`config.mk`:
```
export PLATFORM = sky130hd
export DESIGN_NAME = dmem_router
export DESIGN_NICKNAME = d
export VERILOG_FILES = /design/src/rtl/dmem_pkg.sv /design/src/rtl/dmem_region_dec.sv /design/src/rtl/dmem_ext_seq.sv /design/src/rtl/dmem_router.sv
export SDC_FILE = /design/constraint.sdc
export NUM_CORES = 1
export LEC_CHECK = 0
export ABC_CLOCK_PERIOD_IN_PS = 1200
export BUFFER_PORTS_ARGS = -buffer_cell sky130_fd_sc_hd__clkbuf_2
export CAP_MARGIN = 0
export CORE_ASPECT_RATIO = 1.75
export CORE_UTILIZATION = 39
export CTS_BUF_LIST = sky130_fd_sc_hd__clkbuf_4
export DETAILED_ROUTE_END_ITERATION = 8
export GPL_TIMING_DRIVEN = 0
export PLACE_DENSITY = 0.85
export SLEW_MARGIN = 20
export SYNTH_ARGS = -nofsm -noshare
export SYNTH_HDL_FRONTEND = slang
export SYNTH_SLANG_ARGS = --single-unit
```
`constraint.sdc`:
```
create_clock -name clk -period 1.2 [get_ports clk]
set_input_delay 0.06 -clock clk [delete_from_list [all_inputs] [get_ports clk]]
set_output_delay 0.06 -clock clk [all_outputs]
set_load 0.05 [all_outputs]
```
`src/rtl/dmem_pkg.sv`:
```
package dmem_pkg;
  typedef enum logic [2:0] {
    RG_REGF  = 3'd0,
    RG_IO    = 3'd1,
    RG_XIO   = 3'd2,
    RG_ISRAM = 3'd3,
    RG_XSRAM = 3'd4,
    RG_NONE  = 3'd5
  } region_e;

  localparam int NUM_SEL = 5;
endpackage

```
`src/rtl/dmem_region_dec.sv`:
```
module dmem_region_dec
  import dmem_pkg::*;
#(
  parameter int AW       = 16,
  parameter int REGF_SZ  = 32,
  parameter int IO_SZ    = 64,
  parameter int XIO_SZ   = 160,
  parameter int ISRAM_SZ = 1024
) (
  input  logic [AW-1:0] addr,
  input  logic          legacy,
  output region_e       region
);
  localparam int unsigned REGF_END   = REGF_SZ;
  localparam int unsigned IO_END     = REGF_END + IO_SZ;
  localparam int unsigned XIO_END    = IO_END + XIO_SZ;
  localparam int unsigned FULL_TOP   = XIO_END + ISRAM_SZ;
  localparam int unsigned LEGACY_TOP = IO_END + ISRAM_SZ;

  logic [31:0] a32;
  assign a32 = 32'(addr);

  always_comb begin
    if (a32 < REGF_END)                  region = RG_REGF;
    else if (a32 < IO_END)               region = RG_IO;
    else if (legacy) begin
      if (a32 < LEGACY_TOP)              region = RG_ISRAM;
      else                               region = RG_XSRAM;
    end else begin
      if (a32 < XIO_END)                 region = RG_XIO;
      else if (a32 < FULL_TOP)           region = RG_ISRAM;
      else                               region = RG_XSRAM;
    end
  end
endmodule

```
`src/rtl/dmem_ext_seq.sv`:
```
module dmem_ext_seq #(
  parameter int AW  = 16,
  parameter int DW  = 8,
  parameter int WSW = 2
) (
  input  logic           clk,
  input  logic           rst,
  input  logic           start,
  input  logic           is_wr,
  input  logic [AW-1:0]  addr_i,
  input  logic [DW-1:0]  wdata_i,
  input  logic [WSW-1:0] wait_i,
  output logic           busy,
  output logic           done,
  output logic [AW-1:0]  xm_addr,
  output logic [DW-1:0]  xm_wdata,
  output logic           xm_rd_n,
  output logic           xm_wr_n
);
  logic           busy_q;
  logic [WSW-1:0] cnt_q;

  always_ff @(posedge clk) begin
    if (rst) begin
      busy_q   <= 1'b0;
      cnt_q    <= '0;
      xm_addr  <= '0;
      xm_wdata <= '0;
      xm_rd_n  <= 1'b1;
      xm_wr_n  <= 1'b1;
    end else if (!busy_q) begin
      if (start) begin
        busy_q   <= 1'b1;
        cnt_q    <= wait_i;
        xm_addr  <= addr_i;
        xm_wdata <= wdata_i;
        xm_rd_n  <= is_wr;
        xm_wr_n  <= !is_wr;
      end
    end else if (cnt_q == '0) begin
      busy_q  <= 1'b0;
      xm_rd_n <= 1'b1;
      xm_wr_n <= 1'b1;
    end else begin
      cnt_q <= cnt_q - 1'b1;
    end
  end

  assign busy = busy_q;
  assign done = busy_q && (cnt_q == '0);

  assert_strobe_excl_R7: assert property (@(posedge clk) disable iff (rst)
    xm_rd_n || xm_wr_n);

  assert_hold_stable_R7: assert property (@(posedge clk) disable iff (rst)
    (busy_q && !done) |=> ($stable(xm_addr) && $stable(xm_wdata) &&
                           $stable(xm_rd_n) && $stable(xm_wr_n)));

  assert_idle_quiet_R4: assert property (@(posedge clk) disable iff (rst)
    !busy_q |-> (xm_rd_n && xm_wr_n));

  assert_start_strobe_R7: assert property (@(posedge clk) disable iff (rst)
    (start && !busy_q) |=> (busy && (!xm_rd_n || !xm_wr_n)));
endmodule

```
`src/rtl/dmem_router.sv`:
```
module dmem_router
  import dmem_pkg::*;
#(
  parameter int AW       = 16,
  parameter int DW       = 8,
  parameter int WSW      = 2,
  parameter int REGF_SZ  = 32,
  parameter int IO_SZ    = 64,
  parameter int XIO_SZ   = 160,
  parameter int ISRAM_SZ = 1024
) (
  input  logic               clk,
  input  logic               rst,
  input  logic               legacy,
  input  logic               xmem_en,
  input  logic [WSW-1:0]     wait_cfg,
  input  logic [AW-1:0]      cpu_addr,
  input  logic               cpu_rd,
  input  logic               cpu_wr,
  input  logic [DW-1:0]      cpu_wdata,
  output logic [DW-1:0]      cpu_rdata,
  output logic               cpu_ready,
  output logic [NUM_SEL-1:0] sel,
  input  logic [DW-1:0]      int_rdata,
  output logic [AW-1:0]      xm_addr,
  output logic [DW-1:0]      xm_wdata,
  input  logic [DW-1:0]      xm_rdata,
  output logic               xm_rd_n,
  output logic               xm_wr_n
);
  region_e raw_region, region;
  logic    req, rd_op, ext_live, internal_hit, seq_busy, seq_done, start;

  dmem_region_dec #(
    .AW(AW), .REGF_SZ(REGF_SZ), .IO_SZ(IO_SZ),
    .XIO_SZ(XIO_SZ), .ISRAM_SZ(ISRAM_SZ)
  ) u_dec (
    .addr   (cpu_addr),
    .legacy (legacy),
    .region (raw_region)
  );

  assign req      = cpu_rd || cpu_wr;
  assign rd_op    = cpu_rd && !cpu_wr;
  assign region   = (!req || (raw_region == RG_XSRAM && !xmem_en)) ? RG_NONE : raw_region;
  assign ext_live = (region == RG_XSRAM);
  assign internal_hit = req && (region != RG_NONE) && !ext_live;
  assign start    = ext_live && !seq_busy;

  for (genvar i = 0; i < NUM_SEL; i++) begin : g_sel
    assign sel[i] = (region == region_e'(i));
  end

  dmem_ext_seq #(.AW(AW), .DW(DW), .WSW(WSW)) u_seq (
    .clk      (clk),
    .rst      (rst),
    .start    (start),
    .is_wr    (cpu_wr),
    .addr_i   (cpu_addr),
    .wdata_i  (cpu_wdata),
    .wait_i   (wait_cfg),
    .busy     (seq_busy),
    .done     (seq_done),
    .xm_addr  (xm_addr),
    .xm_wdata (xm_wdata),
    .xm_rd_n  (xm_rd_n),
    .xm_wr_n  (xm_wr_n)
  );

  assign cpu_ready = !ext_live || seq_done;

  always_comb begin
    if (internal_hit && rd_op)           cpu_rdata = int_rdata;
    else if (ext_live && seq_done && rd_op) cpu_rdata = xm_rdata;
    else                                 cpu_rdata = '0;
  end

  assert_sel_onehot_R1: assert property (@(posedge clk) disable iff (rst)
    $onehot0(sel));

  assert_no_xio_legacy_R2: assert property (@(posedge clk) disable iff (rst)
    legacy |-> !sel[2]);

  assert_internal_quiet_R4: assert property (@(posedge clk) disable iff (rst)
    (req && (sel[0] || sel[1] || sel[2] || sel[3])) |-> (cpu_ready && xm_rd_n && xm_wr_n));

  assert_blocked_quiet_R9: assert property (@(posedge clk) disable iff (rst)
    (sel == '0) |-> (cpu_ready && xm_rd_n && xm_wr_n));

  assert_first_cycle_stall_R5: assert property (@(posedge clk) disable iff (rst)
    (sel[4] && xm_rd_n && xm_wr_n) |-> !cpu_ready);
endmodule

```
==> impl_metrics.json <==
{
  "status": "finished with violations",
  "failed_checks": "setup timing",
  "leakagePower_nw": 1.40,
  "multi_input_area_um2": 981,
  "area_growth_pct": 119,
  "synthCells": 140,
  "dr_wl_met2_um": 3370,
  "initial_core_util_pct": 40.7,
  "drt_iter0_markers": 44,
  "pin_count": 88,
  "finalPower_mw": 2.91,
  "num_rows": 28,
  "gp_congestion": 0.695,
  "wl_per_cell_um": 18.9,
  "grt_max_degree": 11,
  "final_util_pct": 89.0,
  "drt-total-wl_um": 6180,
  "ys_top_cells_by_area": "dfxtp_1, mux2i_1, nor2_1",
  "clk_path_buf_depth": 2,
  "powerDensity_nw_per_um2": 972,
  "core_um2": 3360,
  "cts_sinks": 29,
  "start_kind": "flip-flop",
  "drv_cap": 0,
  "drt_first_pass_iters": 4,
  "vias": 1709,
  "final_cell_mix": "clkbuf_2, nor2_1, dfxtp_1",
  "tns_ps": -15110,
  "die-height_um": 80.4,
  "cts_tree": "yes",
  "max_slew_margin_pct": 61.8,
  "nFillCells": 150,
  "period_share_pct": 141,
  "dp_slack_ps": -571,
  "peakVddDrop_mv": 1.20,
  "setup_ws_ps": -487,
  "portBuffers": 86,
  "cts-buffers-inserted": 5,
  "cp_data_required_time_ps": 1140,
  "final_common_cell": "clkbuf_2",
  "yosysTopAreaCellShare_pct": 42.4,
  "ys_seq_area_share_pct": 42.4,
  "hold_path_class": "in2reg",
  "drtAntennaViolNets": 0,
  "fp.dieW_um": 46.8,
  "top_layer": "met4",
  "postSynthAreaPerCell_um2": 9.78,
  "synth_area_um2": 1370,
  "drt-vias-per-instance": 5.23,
  "setup_viol": 43,
  "layout-drive-gt1-share_pct": 59.9,
  "drcViolationCount": 0,
  "insertion_delay_ps": 340,
  "htreeDepth": 2,
  "hpwl_um": 2730,
  "synthesis.nets": 189,
  "antenna_found_initial": 0,
  "yosys_register_bits": 29,
  "yosysTopAreaCell": "dfxtp_1",
  "critical_path_class": "reg2out",
  "m1WireLength_um": 2230,
  "met3_length_um": 373,
  "final_cells": 327,
  "antenna_cells": 0,
  "endpoint_kind": "output pin",
  "ff2ff_path_depth": 8,
  "synth_cell_types": 34,
  "grt_use_total_pct": 31.3,
  "slew_violations": 0,
  "place_inst": 271,
  "hold_violations": 0,
  "yosysWarningCount": 0,
  "rsz0062_at_grt": "yes",
  "clock-skew-final_ps": 12.9,
  "clock-root-buffer": "clkbuf_4",
  "cp_data_arrival_time_ps": 1630,
  "hold_depth": 3,
  "fmax_mhz": 593,
  "grt_pass1_vias": 1753,
  "critPathMaxFanout": 4,
  "grt_overflow": 0,
  "path_clk_slew_ps": 100,
  "grt_first_pass_wirelength_um": 8200,
  "dieArea_um2": 3760,
  "min_period_ps": 1690,
  "regArea_um2": 586,
  "fin_nets": 330,
  "tightestPinTransition_ps": 574
}
## cell usage after synthesis (all sizes together)
cell type and n:
xnor2 1, nor4b 1, o211ai 1, nor3 4
clkbuf 3, a21o 1, a211oi 3, dfxtp 29
ha 1, o21bai 1, nand2 5, nor3b 1
nor2 29, mux2i 25, nor4 3, buf 4
nand2b 1, a21boi 1, nand3 2, a22o 8
o21a 1, o21ai 3, or2 1, a311oi 1
a21oi 6, inv 4
## registers in the layout, indices dropped and copies added (netlist names)
register / count
u_seq.xm_addr: 16
u_seq.xm_wdata: 8
u_seq.cnt_q: 2
u_seq.busy: 1
u_seq.xm_rd_n: 1
u_seq.xm_wr_n: 1
## area by class of cell
type | instances | share of cell area, %
Multi-Input combinational cell | 100 | 32.8
Tap cell | 45 | 1.88
Timing Repair Buffer | 134 | 40.2
Inverter | 4 | 0.502
Clock inverter | 3 | 1.38
Buffer | 7 | 2.47
Clock buffer | 5 | 1.25
Sequential cell | 29 | 19.6
## final timing paths
check	from	to	slack, ps
worst max-delay path	u_seq.cnt_q[1]	cpu_rdata[1]	-490
worst min-delay path	wait_cfg[0]	u_seq.cnt_q[0]	1
worst max register to register	u_seq.busy	u_seq.xm_wdata[1]	-470
worst min register to register	u_seq.xm_addr[11]	u_seq.xm_addr[11]	510
## metal layers
metal,vias up,GRT usage (%)
li1,776,-
met1,820,29.8
met2,97,56.3
met3,16,8.31
met4,0,17.1
met5,-,0
## stage by stage
stage	hold WS (ps)	area (um^2)
after floorplan	186	1540
after global placement	292	2030
after detailed placement	303	2030
final	1.40	2990
after CTS	1.37	2900
after global routing	8.83	2990
## worst max-delay path, cell delays in order, from the launching register on
cell,delay (ps)
dfxtp_1,320
inv_2,80
ha_4,150
nand2_4,60
nor4_4,160
buf_4,210
a22o_4,150
clkbuf_16,150
## power by group
part / internal [mW] / leakage [nW] / switching, mW
clock network: 0.431 / 0.0389 / 0.377
logic: 0.451 / 1.12 / 0.580
registers: 1.03 / 0.239 / 0.0409
## cell families (layout without fill, tap and decap cells)
group	Yosys count	after routing	synth area share (%)
AND/OR/NAND/NOR	47	47	17.2
flip-flops	29	29	42.4
AO/OA/AOI/OAI	26	26	14.4
multiplexers	25	25	18.3
buffers and inverters	11	153	6.22
adder cells (fa/ha/maj)	1	1	0.914
XOR/XNOR	1	1	0.640
## repair_timing
action,4_1_cts,5_1_grt
hold endpoints to repair,17,0
gates cloned,2,0
pin swaps,21,15
resized for setup,64,25
hold buffers,17,0
setup endpoints to repair,40,42
setup buffers,23,12
No activity file was read; power rests on OpenSTA's default activity.
